<file path="src/rtl/dram_ctrl_pkg.sv">
package dram_ctrl_pkg;

    localparam int ADDR_W = 16;
    localparam int DATA_W = 16;
    localparam int LANES  = 2;
    localparam int LANE_W = DATA_W / LANES;
    localparam int MUX_W  = ADDR_W / 2;

    typedef enum logic [2:0] {
        ST_IDLE,
        ST_ROW,
        ST_RAS,
        ST_COL,
        ST_CAS,
        ST_PRE
    } seq_state_t;

    typedef struct packed {
        logic              wr;
        logic [LANES-1:0]  be;
        logic [ADDR_W-1:0] addr;
        logic [DATA_W-1:0] wdata;
    } host_req_t;

    typedef struct packed {
        logic [MUX_W-1:0]  ma;
        logic              ras_n;
        logic [LANES-1:0]  cas_n;
        logic              we_n;
        logic              oe_n;
        logic              dq_oe;
    } pin_t;

    function automatic int imax(int a, int b);
        return (a > b) ? a : b;
    endfunction

    // Length of the CAS-low window: every access time must have matured
    // and the RAS low width must be covered before the strobes rise.
    function automatic int cas_window(int t_rcd, int t_asc, int t_cac,
                                      int t_oea, int t_rac, int t_ras);
        int w;
        w = imax(t_cac, t_oea);
        w = imax(w, t_rac - t_rcd - t_asc);
        w = imax(w, t_ras - t_rcd - t_asc);
        return imax(w, 1);
    endfunction

endpackage

</file>
<file path="src/rtl/dram_tmr.sv">
module dram_tmr #(
    parameter int CW = 4
) (
    input  logic          clk,
    input  logic          rst,
    input  logic          load,
    input  logic [CW-1:0] load_val,
    output logic          zero
);
    logic [CW-1:0] cnt;

    always_ff @(posedge clk) begin
        if (rst) begin
            cnt <= '0;
        end else if (load) begin
            cnt <= load_val;
        end else if (cnt != '0) begin
            cnt <= cnt - 1'b1;
        end
    end

    assign zero = (cnt == '0);
endmodule

</file>
<file path="src/rtl/dram_req_latch.sv">
module dram_req_latch
    import dram_ctrl_pkg::*;
(
    input  logic              clk,
    input  logic              rst,
    input  logic              capture,
    input  logic              wr_i,
    input  logic [ADDR_W-1:0] addr_i,
    input  logic [LANES-1:0]  be_i,
    input  logic [DATA_W-1:0] wdata_i,
    input  logic              sample,
    input  logic [DATA_W-1:0] dq_in,
    output host_req_t         req_q,
    output logic [DATA_W-1:0] rdata
);
    always_ff @(posedge clk) begin
        if (rst) begin
            req_q <= '0;
        end else if (capture) begin
            req_q.wr    <= wr_i;
            req_q.be    <= be_i;
            req_q.addr  <= addr_i;
            req_q.wdata <= wdata_i;
        end
    end

    for (genvar i = 0; i < LANES; i++) begin : g_lane
        always_ff @(posedge clk) begin
            if (rst) begin
                rdata[i*LANE_W +: LANE_W] <= '0;
            end else if (sample) begin
                rdata[i*LANE_W +: LANE_W] <= req_q.be[i] ? dq_in[i*LANE_W +: LANE_W]
                                                         : '0;
            end
        end
    end
endmodule

</file>
<file path="src/rtl/dram_seq.sv">
module dram_seq
    import dram_ctrl_pkg::*;
#(
    parameter int D_ROW = 1,
    parameter int D_RAS = 2,
    parameter int D_COL = 1,
    parameter int D_CAS = 3,
    parameter int D_PRE = 3,
    parameter int CW    = 4
) (
    input  logic          clk,
    input  logic          rst,
    input  logic          req,
    input  logic          refresh_busy,
    input  logic          zero,
    output seq_state_t    state,
    output logic          load,
    output logic [CW-1:0] load_val,
    output logic          capture,
    output logic          sample,
    output logic          done,
    output logic          idle
);
    seq_state_t nxt;

    always_comb begin
        nxt      = state;
        load     = 1'b0;
        load_val = '0;
        capture  = 1'b0;
        sample   = 1'b0;
        unique case (state)
            ST_IDLE: if (req && !refresh_busy) begin
                nxt      = ST_ROW;
                load     = 1'b1;
                load_val = CW'(D_ROW - 1);
                capture  = 1'b1;
            end
            ST_ROW: if (zero) begin
                nxt      = ST_RAS;
                load     = 1'b1;
                load_val = CW'(D_RAS - 1);
            end
            ST_RAS: if (zero) begin
                nxt      = ST_COL;
                load     = 1'b1;
                load_val = CW'(D_COL - 1);
            end
            ST_COL: if (zero) begin
                nxt      = ST_CAS;
                load     = 1'b1;
                load_val = CW'(D_CAS - 1);
            end
            ST_CAS: if (zero) begin
                nxt      = ST_PRE;
                load     = 1'b1;
                load_val = CW'(D_PRE - 1);
                sample   = 1'b1;
            end
            ST_PRE: if (zero) begin
                nxt = ST_IDLE;
            end
            default: nxt = ST_IDLE;
        endcase
    end

    always_ff @(posedge clk) begin
        if (rst) begin
            state <= ST_IDLE;
            done  <= 1'b0;
        end else begin
            state <= nxt;
            done  <= sample;
        end
    end

    assign idle = (state == ST_IDLE);
endmodule

</file>
<file path="src/rtl/dram_pins.sv">
module dram_pins
    import dram_ctrl_pkg::*;
(
    input  seq_state_t        state,
    input  host_req_t         req_q,
    output pin_t              pins,
    output logic [DATA_W-1:0] dq_out
);
    logic ras_low, col_phase, strobe_phase;

    assign ras_low      = (state == ST_RAS) || (state == ST_COL) || (state == ST_CAS);
    assign col_phase    = (state == ST_COL) || (state == ST_CAS);
    assign strobe_phase = (state == ST_CAS);

    always_comb begin
        pins.ma    = col_phase ? req_q.addr[MUX_W-1:0] : req_q.addr[ADDR_W-1:MUX_W];
        pins.ras_n = !ras_low;
        for (int i = 0; i < LANES; i++) begin
            pins.cas_n[i] = !(strobe_phase && req_q.be[i]);
        end
        pins.we_n  = !(col_phase && req_q.wr);
        pins.dq_oe = col_phase && req_q.wr;
        pins.oe_n  = !(strobe_phase && !req_q.wr);
    end

    assign dq_out = req_q.wdata;
endmodule

</file>
<file path="src/rtl/dram_ctrl.sv">
module dram_ctrl
    import dram_ctrl_pkg::*;
#(
    parameter int T_ASR = 1,
    parameter int T_RCD = 2,
    parameter int T_ASC = 1,
    parameter int T_CAC = 2,
    parameter int T_OEA = 2,
    parameter int T_RAC = 5,
    parameter int T_RAS = 6,
    parameter int T_RP  = 3,
    parameter int T_CP  = 1
) (
    input  logic              clk,
    input  logic              rst,
    input  logic              req,
    input  logic              we,
    input  logic [ADDR_W-1:0] addr,
    input  logic [LANES-1:0]  be,
    input  logic [DATA_W-1:0] wdata,
    input  logic              refresh_busy,
    output logic [DATA_W-1:0] rdata,
    output logic              done,
    output logic [MUX_W-1:0]  dram_addr,
    output logic              ras_n,
    output logic              lcas_n,
    output logic              ucas_n,
    output logic              we_n,
    output logic              oe_n,
    output logic [DATA_W-1:0] dq_out,
    output logic              dq_oe,
    input  logic [DATA_W-1:0] dq_in
);
    localparam int D_CAS  = cas_window(T_RCD, T_ASC, T_CAC, T_OEA, T_RAC, T_RAS);
    localparam int D_PRE  = imax(imax(T_RP, T_CP), 1);
    localparam int D_MAX  = imax(imax(imax(T_ASR, T_RCD), imax(T_ASC, D_CAS)), D_PRE);
    localparam int TMR_W  = $clog2(D_MAX + 1);

    seq_state_t       state;
    host_req_t        req_q;
    pin_t             pins;
    logic             load, zero, capture, sample, idle;
    logic [TMR_W-1:0] load_val;

    dram_tmr #(.CW(TMR_W)) u_tmr (
        .clk      (clk),
        .rst      (rst),
        .load     (load),
        .load_val (load_val),
        .zero     (zero)
    );

    dram_seq #(
        .D_ROW (T_ASR),
        .D_RAS (T_RCD),
        .D_COL (T_ASC),
        .D_CAS (D_CAS),
        .D_PRE (D_PRE),
        .CW    (TMR_W)
    ) u_seq (
        .clk          (clk),
        .rst          (rst),
        .req          (req),
        .refresh_busy (refresh_busy),
        .zero         (zero),
        .state        (state),
        .load         (load),
        .load_val     (load_val),
        .capture      (capture),
        .sample       (sample),
        .done         (done),
        .idle         (idle)
    );

    dram_req_latch u_lat (
        .clk     (clk),
        .rst     (rst),
        .capture (capture),
        .wr_i    (we),
        .addr_i  (addr),
        .be_i    (be),
        .wdata_i (wdata),
        .sample  (sample),
        .dq_in   (dq_in),
        .req_q   (req_q),
        .rdata   (rdata)
    );

    dram_pins u_pins (
        .state  (state),
        .req_q  (req_q),
        .pins   (pins),
        .dq_out (dq_out)
    );

    assign dram_addr = pins.ma;
    assign ras_n     = pins.ras_n;
    assign lcas_n    = pins.cas_n[0];
    assign ucas_n    = pins.cas_n[1];
    assign we_n      = pins.we_n;
    assign oe_n      = pins.oe_n;
    assign dq_oe     = pins.dq_oe;
endmodule

</file>
<file path="config.mk">
export PLATFORM = sky130hd
export DESIGN_NAME = dram_ctrl
export DESIGN_NICKNAME = d
export VERILOG_FILES = /design/src/rtl/dram_ctrl_pkg.sv /design/src/rtl/dram_tmr.sv /design/src/rtl/dram_req_latch.sv /design/src/rtl/dram_seq.sv /design/src/rtl/dram_pins.sv /design/src/rtl/dram_ctrl.sv
export SDC_FILE = /design/constraint.sdc
export NUM_CORES = 1
export LEC_CHECK = 0
export BUFFER_PORTS_ARGS = -buffer_cell sky130_fd_sc_hd__buf_4
export CORE_UTILIZATION = 47
export DETAILED_ROUTE_END_ITERATION = 6
export PLACE_DENSITY_LB_ADDON = 0.12
export SYNTH_ARGS = -nofsm -noshare
export SYNTH_HDL_FRONTEND = slang
export SYNTH_SLANG_ARGS = --single-unit
</file>
<file path="constraint.sdc">
create_clock -name clk -period 1.55 [get_ports clk]
set_input_delay 0.155 -clock clk [delete_from_list [all_inputs] [get_ports clk]]
set_output_delay 0.155 -clock clk [all_outputs]
set_load 0.01 [all_outputs]
</file>
==> results.yml, run 1 <==
placed_design:
  postPlaceCellArea_um2: 3120
  gp_congestion: 0.782
  io_buffer_count: 101
  hpwl_um: 3960
  numPlacedInstances: 445
cells_and_area:
  final_cells: 461
  fin_area_um2: 3430
  diodes: 0
  layout-drive-gt1-share: 0.376
  layout_commonest_cell: "buf_4"
  nNetsFinal: 446
  syn2layout_area_growth_pct: 41.4
  final_cell_mix: "buf_4 (105), nand2_1 (91), a21oi_1 (54), dfxtp_1 (54), nand3_1 (17)"
  multi_input_area_um2: 1050
  seq_area_um2: 1150
  fillers: 419
power_and_ir_drop:
  powerDensity_nw_per_um2: 1220
  power_mw: 4.17
  p_leak_nw: 1.49
  peakVddDrop_uv: 744
synth:
  ys_ff_latch: 57
  synth_top_area_frac: 0.471
  syn_area_per_cell_um2: 8.11
  synth.largest_area_cell: "dfxtp_1"
  netlist_area_um2: 2420
  ys_types: 31
  syn_inst: 299
  synthesis.nets: 355
  synthTopCellsByArea: "dfxtp_1 (47%), nand2_1 (14%), a21oi_1 (11%), buf_4 (5.6%), mux2_2 (3.7%)"
  yosysWarnings: 0
  ys_seq_area_frac: 0.471
sta:
  timing.final.crit_period_ps: 1800
  setup_violations: 11
  period_share: 1.16
  fmax_mhz: 555
  worst_slew_pin_slew_ps: 479
  rsz0062_at_grt: "true"
  slew_viol_final: 0
  setup_ws_ps: -253
  maxSlewHeadroom: 0.681
  hold_viol_final: 0
  skew_ps: 4.83
global_route:
  grt_usage: 0.225
  grt_pass1_wl_um: 9180
  antenna_found_initial: 0
  grt_pass1_vias: 2080
  grt_max_degree: 48
  overflow: 0
route:
  vias: 2263
  drt_first_pass_iters: 4
  ant_nets: 0
  drc: 0
  drt_iter0_drc: 69
  drt_wl_total_um: 5830
  wire_per_inst_um: 12.6
  vias_per_cell: 4.91
critical_path:
  crit_top_cell: "buf_6"
  path_class: "flip-flop to primary output"
  slowest_delay_ps: 360
  cp_data_required_time_ps: 1390
  crit_slowest_cell: "dfxtp_4"
  r2r_cells: 5
  crit_path_start_kind: "flip-flop"
  cp-end-kind: "primary output"
  path_max_fanout: 5
  worstPathCellList: "nor3b_4 > a21o_1 > buf_6 > mux2_4 > buf_6"
  cp.arrival_ps: 1650
clocking:
  cts_tree: "built"
  hold_buffers: 0
  cts_buffers: 9
  clk_pin_slew_ps: 60
  clk_latency_ps: 330
  cts.sinks: 57
  clk_path_buf_depth: 2
  cts_root_buf: "clkbuf_8"
  htree_levels: 3
run:
  drv_cap: 0
floorplanning:
  die_w_um: 73.8
  die_area_um2: 5450
  initial_core_util: 0.500
  coreArea_um2: 4850
  die_h_um: 73.8
  io_pins: 102
  num_rows: 25
outcome:
  violations: "setup timing"
  status: "complete, but fails checks"
worst_hold_path:
  hold_depth: 3
  hold_class: "input port to flip-flop"
-- synthesized netlist by cell type, drive strengths merged --
| cell type | number |
|---|---|
| a2111oi | 1 |
| a21o | 1 |
| a21oi | 54 |
| a22oi | 1 |
| a31oi | 1 |
| a32oi | 1 |
| and2 | 1 |
| buf | 31 |
| clkbuf | 7 |
| dfxtp | 57 |
| ha | 1 |
| inv | 5 |
| mux2 | 8 |
| nand2 | 92 |
| nand2b | 1 |
| nand3 | 17 |
| nand3b | 1 |
| nor2 | 7 |
| nor2b | 1 |
| nor3 | 1 |
| nor3b | 1 |
| nor4 | 1 |
| o211a | 1 |
| o211ai | 1 |
| o21ai | 2 |
| o31ai | 1 |
| or2b | 1 |
| xnor2 | 1 |
| xor2 | 1 |
-- worst paths after layout --
kind | startpoint | end | slack, ps
setup / recovery | u_seq.state[2] | dram_addr[4] | -250
hold / removal | addr[2] | u_lat.req_q[18] | 70
setup reg to reg | u_seq.state[2] | u_lat.req_q[19] | 140
hold reg to reg | u_lat.rdata[9] | u_lat.rdata[9] | 450
-- flip-flops by register name, summed over array words and instances, names as in the netlist --
name and flops:
u_lat.rdata 16, u_seq.done 1, u_seq.state 3, u_tmr.cnt 2
u_lat.req_q 35
-- stage by stage --
stage / TNS, ps / hold slack, ps / worst slack (ps) / util
floorplan: 0 / 291 / 47.1 / -
global placement: 0 / 401 / 90.9 / 0.644
detailed placement: 0 / 412 / 43.5 / 0.644
CTS: -2200 / 56.4 / -251 / 0.706
global route: -2950 / 60.0 / -324 / 0.707
finish: -2130 / 69.2 / -253 / 0.707
-- cell type report --
type                    instances  share of cell area
inverters                       5             0.00548
flip-flops and latches         57               0.335
clock inverters                 3              0.0117
multi-input cells             199               0.305
repair buffers                118               0.273
clock buffers                  12              0.0453
well taps                      67              0.0245
-- power by group --
part | internal [mW] | switching, mW | leakage, nW
Sequential | 1.61 | 0.0995 | 0.465
Combinational | 0.539 | 0.560 | 0.918
Clock | 0.815 | 0.545 | 0.102
-- routing by layer --
metal,part of all wire,track usage
met1,0.41,0.235
met2,0.51,0.404
met3,0.068,0.0933
met4,0.013,0.0769
met5,0,0
-- logic make-up after synthesis --
group	after synthesis	synth area share
compound gates	64	0.142
xor+xnor	2	0.00723
fa+ha+maj	1	0.00516
buf+inv	43	0.117
flops	57	0.471
mux	8	0.0372
simple gates	124	0.221
-- worst max-delay path, delay by kind of cell (launching register included) --
| family | cells | cell delay, ps |
|---|---|---|
| muxes | 1 | 310 |
| and+or+nand+nor | 1 | 190 |
| DFF | 1 | 360 |
| buffers and inverters | 2 | 280 |
| AOI/OAI and AO/OA | 1 | 180 |
-- what timing repair did --
item / 4_1_cts / 5_1_grt
setup endpoints to repair: 11 / 12
pin swaps: 1 / 0
gates resized for setup: 29 / 2
buffers inserted: 1 / 1
Power figures use the tool's default switching activity.
==> run 2: changes to the inputs <==
--- a/config.mk
+++ b/config.mk
@@ -6,7 +6,9 @@
 export NUM_CORES = 1
 export LEC_CHECK = 0
 export BUFFER_PORTS_ARGS = -buffer_cell sky130_fd_sc_hd__buf_4
-export CORE_UTILIZATION = 47
+export CELL_PAD_IN_SITES_DETAIL_PLACEMENT = 0
+export CELL_PAD_IN_SITES_GLOBAL_PLACEMENT = 2
+export CORE_UTILIZATION = 26
 export DETAILED_ROUTE_END_ITERATION = 6
 export PLACE_DENSITY_LB_ADDON = 0.12
 export SYNTH_ARGS = -nofsm -noshare
==> run 2 against run 1 <==
  * The run ends with DRC, setup timing left
  * Critical path depth unchanged
  * Sequential cell count unchanged
  * Combinational power hardly changed
  * Largest cell class unchanged
  * Largest power group unchanged
  * Highest routed layer unchanged
==> results.yml, run 2 (same netlist as run 1, synthesis figures left out) <==
cells_and_area:
  nNetsFinal: 448
  diodes: 0
  final_cell_mix: "buf_4 (113), nand2_1 (91), a21oi_1 (54), dfxtp_1 (54), nand3_1 (17)"
  largest-register: "u_lat.req_q"
  layout-drive-gt1-share: 0.379
  final_cells: 504
  layout_commonest_cell: "buf_4"
  largest_reg_flops: 35
  fillers: 928
  largestRegisters: "u_lat.req_q x35, u_lat.rdata x16, u_seq.state x3"
  syn2layout_area_growth_pct: 42.5
  fin_area_um2: 3450
sta:
  maxSlewHeadroom: 0.687
  period_share: 1.15
  timing.final.crit_period_ps: 1780
  slew_viol_final: 0
  setup_ws_ps: -229
  hold_viol_final: 0
  rsz0062_at_grt: "true"
  fmax_mhz: 562
  setup_violations: 10
  skew_ps: 7.01
  worst_slew_pin_slew_ps: 470
clocking:
  cts.sinks: 57
  clk_path_buf_depth: 2
  hold_buffers: 0
  cts_tree: "built"
  cts_root_buf: "clkbuf_8"
  clk_latency_ps: 320
  clk_pin_slew_ps: 60
  cts_buffers: 9
  htree_levels: 3
floorplanning:
  io_pins: 102
  num_rows: 34
  die_area_um2: 9710
  initial_core_util: 0.273
  die_h_um: 98.5
  die_w_um: 98.5
  coreArea_um2: 8890
global_route:
  grt_pass1_wl_um: 9870
  grt_pass1_vias: 2017
  antenna_found_initial: 0
  overflow: 0
  grt_max_degree: 41
  grt_usage: 0.131
critical_path:
  rrSetupSlack_ps: 110
  cp.arrival_ps: 1620
  path_max_fanout: 9
  cp-end-kind: "primary output"
  cp_data_required_time_ps: 1390
  crit_path_start_kind: "flip-flop"
  r2r_cells: 8
  path_class: "flip-flop to primary output"
route:
  drt_first_pass_iters: 6
  wire_per_inst_um: 12.7
  vias: 2219
  drc: 8
  drt_wl_total_um: 6400
  drt_iter0_drc: 57
  ant_nets: 0
  vias_per_cell: 4.40
placed_design:
  gp_congestion: 0.703
  postPlaceCellArea_um2: 3210
  io_buffer_count: 101
  hpwl_um: 4390
  numPlacedInstances: 486
power_and_ir_drop:
  powerDensity_nw_per_um2: 1210
  peakVddDrop_uv: 474
  p_leak_nw: 1.48
outcome:
  violations: "DRC, setup timing"
  status: "complete, but fails checks"
run:
  drv_cap: 0
worst_hold_path:
  hold_depth: 3
  hold_class: "input port to flip-flop"
-- run 2: cell types whose count changed in the layout (fill, tap and decap cells not counted), moves of 3 or more --
cell | previous run | this run
buf_12 | 0 | 3
mux2_4 | 8 | 0
buf_4 | 105 | 113
buf_6 | 13 | 4
mux2_2 | 0 | 8
-- run 2: critical path: stages (launching register included) --
cell     delay [ps]
dfxtp_2         350
nor2b_2         170
a21o_1          170
buf_12          140
mux2_2          330
buf_4           140
-- run 2: final timing paths --
kind                  startpoint        endpoint
setup reg to reg  u_seq.state[1]  u_lat.rdata[7]
hold / removal          wdata[8]  u_lat.req_q[8]
hold reg to reg   u_lat.rdata[9]  u_lat.rdata[9]
setup / recovery  u_seq.state[1]    dram_addr[1]
-- run 2: through the flow --
| step | setup WS (ps) | TNS [ps] | hold slack, ps | power [mW] | util |
|---|---|---|---|---|---|
| after detailed placement | 23.7 | 0 | 412 | 2.83 | 0.361 |
| after global placement | 82.6 | 0 | 402 | 2.83 | 0.361 |
| after global routing | -327 | -3040 | 59.6 | 4.43 | 0.389 |
| after CTS | -261 | -2190 | 54.2 | 4.24 | 0.384 |
| final | -229 | -1850 | 74.3 | 4.17 | 0.389 |
| after floorplan | 47.1 | 0 | 291 | 2.42 | - |
-- run 2: cell type report --
cell class / instances / area [µm²] / share of cell area
clock buffers: 12 / 155 / 0.0449
well taps: 108 / 135 / 0.0391
repair buffers: 120 / 953 / 0.276
multi-input cells: 199 / 1010 / 0.292
inverters: 5 / 18.8 / 0.00543
flip-flops and latches: 57 / 1140 / 0.331
clock inverters: 3 / 40.0 / 0.0116
-- run 2: where the power goes --
part	internal, mW	switching [mW]	total [mW]
logic	0.534	0.559	1.09
registers	1.61	0.0917	1.70
clock network	0.816	0.557	1.37
-- run 2: timing repair --
action                     in CTS  in global routing
gates cloned                    0                  0
setup endpoints to repair      11                 11
buffers inserted                0                  3
resized for setup               4                  6
pin swaps                       1                  3
-- run 2: layer usage --
metal	part of all wire	routed length, µm	vias to the layer above	GRT usage
met2	0.46	2960	58	0.207
li1	-	-	1156	-
met4	0.011	69	0	0.0654
met5	0	0	-	0
met1	0.48	3070	1001	0.168
met3	0.047	298	4	0.0305
==> run 3: changes to the inputs <==
--- a/config.mk
+++ b/config.mk
@@ -6,7 +6,7 @@
 export NUM_CORES = 1
 export LEC_CHECK = 0
 export BUFFER_PORTS_ARGS = -buffer_cell sky130_fd_sc_hd__buf_4
-export CELL_PAD_IN_SITES_DETAIL_PLACEMENT = 0
+export CELL_PAD_IN_SITES_DETAIL_PLACEMENT = 2
 export CELL_PAD_IN_SITES_GLOBAL_PLACEMENT = 2
 export CORE_UTILIZATION = 26
 export DETAILED_ROUTE_END_ITERATION = 6
==> run 3 against run 2 <==
  * The run still ends with DRC, setup timing left
  * Sequential power about the same
  * Setup slack got worse by 49 ps
  * First-iteration DRC count fell by 53%
  * Total power grew 3.6%
  * Combinational power is 5% higher
  * Via count rose by 3.7%
  * Register-to-register slack gained 30 ps
==> results.yml, run 3 (same netlist as run 1, synthesis figures left out) <==
worst_hold_path:
  hold_depth: 3
  min_from: "wdata[13]"
  hold_class: "input port to flip-flop"
  whs_endpoint: "u_lat.req_q[13]"
sta:
  fmax_mhz: 547
  maxSlewHeadroom: 0.711
  hold_viol_final: 0
  skew_ps: 8.50
  rsz0062_at_grt: "true"
  setup_violations: 11
  slew_viol_final: 0
  timing.final.crit_period_ps: 1830
  worst_slew_pin_slew_ps: 434
  fin_tns_setup_ps: -2310
  period_share: 1.18
  setup_ws_ps: -278
critical_path:
  path_class: "flip-flop to primary output"
  r2r_end: "u_lat.req_q[26]"
  cp.arrival_ps: 1670
  crit_path_start_kind: "flip-flop"
  worstPathCellList: "nor3b_4 > a21o_1 > buf_12 > mux2_2 > buf_4"
  slowest_delay_ps: 370
  worstSetupStartpoint: "u_seq.state[2]"
  r2r_start: "u_seq.state[2]"
  cp_data_required_time_ps: 1390
  rrSetupSlack_ps: 140
  r2r_cells: 5
  crit_slowest_cell: "dfxtp_2"
  cp-end-kind: "primary output"
  path_max_fanout: 9
route:
  drc: 8
  drt_iter0_drc: 27
  route.met2.wl_um: 3720
  highest_layer: "met4"
  wl_met3_um: 409
  vias_per_cell: 4.60
  drt_first_pass_iters: 6
  ant_nets: 0
  wire_per_inst_um: 14.8
  vias: 2300
  drt_wl_total_um: 7400
  wl_met1_um: 3210
placed_design:
  hpwl_um: 5230
  gp_congestion: 0.703
  io_buffer_count: 101
  postPlaceCellArea_um2: 3210
  numPlacedInstances: 486
floorplanning:
  die_w_um: 98.5
  die_h_um: 98.5
  initial_core_util: 0.273
  die_area_um2: 9710
  num_rows: 34
  io_pins: 102
  coreArea_um2: 8890
global_route:
  grt_pass1_vias: 2428
  grt_max_degree: 41
  antenna_found_initial: 0
  grt_pass1_wl_um: 11900
  grt_usage: 0.158
  overflow: 0
cells_and_area:
  seq_area_um2: 1150
  utilization: 0.385
  largest_reg_flops: 35
  layout-drive-gt1-share: 0.367
  nNetsFinal: 445
  largestRegisters: "u_lat.req_q x35, u_lat.rdata x16, u_seq.state x3"
  largest-register: "u_lat.req_q"
  multi_input_area_um2: 1010
  syn2layout_area_growth_pct: 41.4
  diodes: 0
  fillers: 1048
  final_cells: 500
  fin_area_um2: 3430
  final_cell_mix: "buf_4 (114), nand2_1 (92), a21oi_1 (54), dfxtp_1 (54), nand3_1 (17)"
  layout_commonest_cell: "buf_4"
clocking:
  htree_levels: 3
  cts_tree: "built"
  cts.sinks: 57
  clk_path_buf_depth: 2
  hold_buffers: 0
  cts_buffers: 9
  cts_root_buf: "clkbuf_8"
  clk_latency_ps: 330
  clk_pin_slew_ps: 70
power_and_ir_drop:
  p_leak_nw: 1.45
  switching_share: 0.298
  p_int_mw: 3.03
  powerDensity_nw_per_um2: 1260
  p_comb_frac: 0.263
  p_seq_frac: 0.396
  p_sw_mw: 1.29
  p_clk_frac: 0.341
  peakVddDrop_uv: 443
run:
  drv_cap: 0
outcome:
  violations: "DRC, setup timing"
  status: "complete, but fails checks"
## run 3: cell types whose count changed in the layout (fill, tap and decap cells not counted), sizes merged
cell / before / now
clkbuf: 12 / 10
buf: 120 / 117
bufinv: 1 / 2
## run 3: cell type report
class / instances / share of cell area
Tap cell: 108 / 0.0394
Multi-Input combinational cell: 199 / 0.295
Sequential cell: 57 / 0.335
Timing Repair Buffer: 117 / 0.267
Clock inverter: 4 / 0.0205
Clock buffer: 10 / 0.0373
Inverter: 5 / 0.00548
## run 3: power by group through the flow
stage | clock network, mW | logic, mW | registers, mW
finish | 1.47 | 1.14 | 1.71
global route | 1.60 | 1.27 | 1.73
CTS | 1.53 | 1.16 | 1.70
detailed placement | 0 | 1.14 | 1.73
global placement | 0 | 1.10 | 1.73
floorplan | 0 | 0.739 | 1.69
## run 3: routing by layer
metal | track usage | vias up
met5 | 0 | -
met4 | 0.0517 | 0
met3 | 0.0475 | 4
met2 | 0.272 | 59
met1 | 0.189 | 1091
li1 | - | 1146
## run 3: how the worst max path moves through the flow
stage / endpoint / slack [ps] / cells after the start
after global placement: dram_addr[3] / 80 / 5
after CTS: dram_addr[6] / -270 / 5
after floorplan: dram_addr[0] / 50 / 5
final: dram_addr[3] / -280 / 5
after global routing: dram_addr[1] / -340 / 5
after detailed placement: dram_addr[6] / 10 / 5
## run 3: what timing repair did
action                                  in CTS  in global routing
endpoints found under the hold margin        0                  0
resized for setup                            4                  3
endpoints found under the setup margin      11                 11
buffers inserted                             0                  1
pin swaps                                    1                  0
## run 3: critical path, delay by kind of cell, from the launching register on
kind	cells	cell delay, ps
compound gates	1	150
flops	1	370
simple gates	1	200
buf+inv	2	280
mux	1	330
## run 3: per-stage QoR
stage | total power [mW] | hold slack, ps | setup slack (ps)
2_1_floorplan | 2.42 | 291 | 47.1
4_1_cts | 4.40 | 49.2 | -275
3_5_place_dp | 2.87 | 417 | 12.6
6_report | 4.32 | 68.2 | -278
5_1_grt | 4.60 | 54.5 | -335
3_3_place_gp | 2.83 | 402 | 82.6
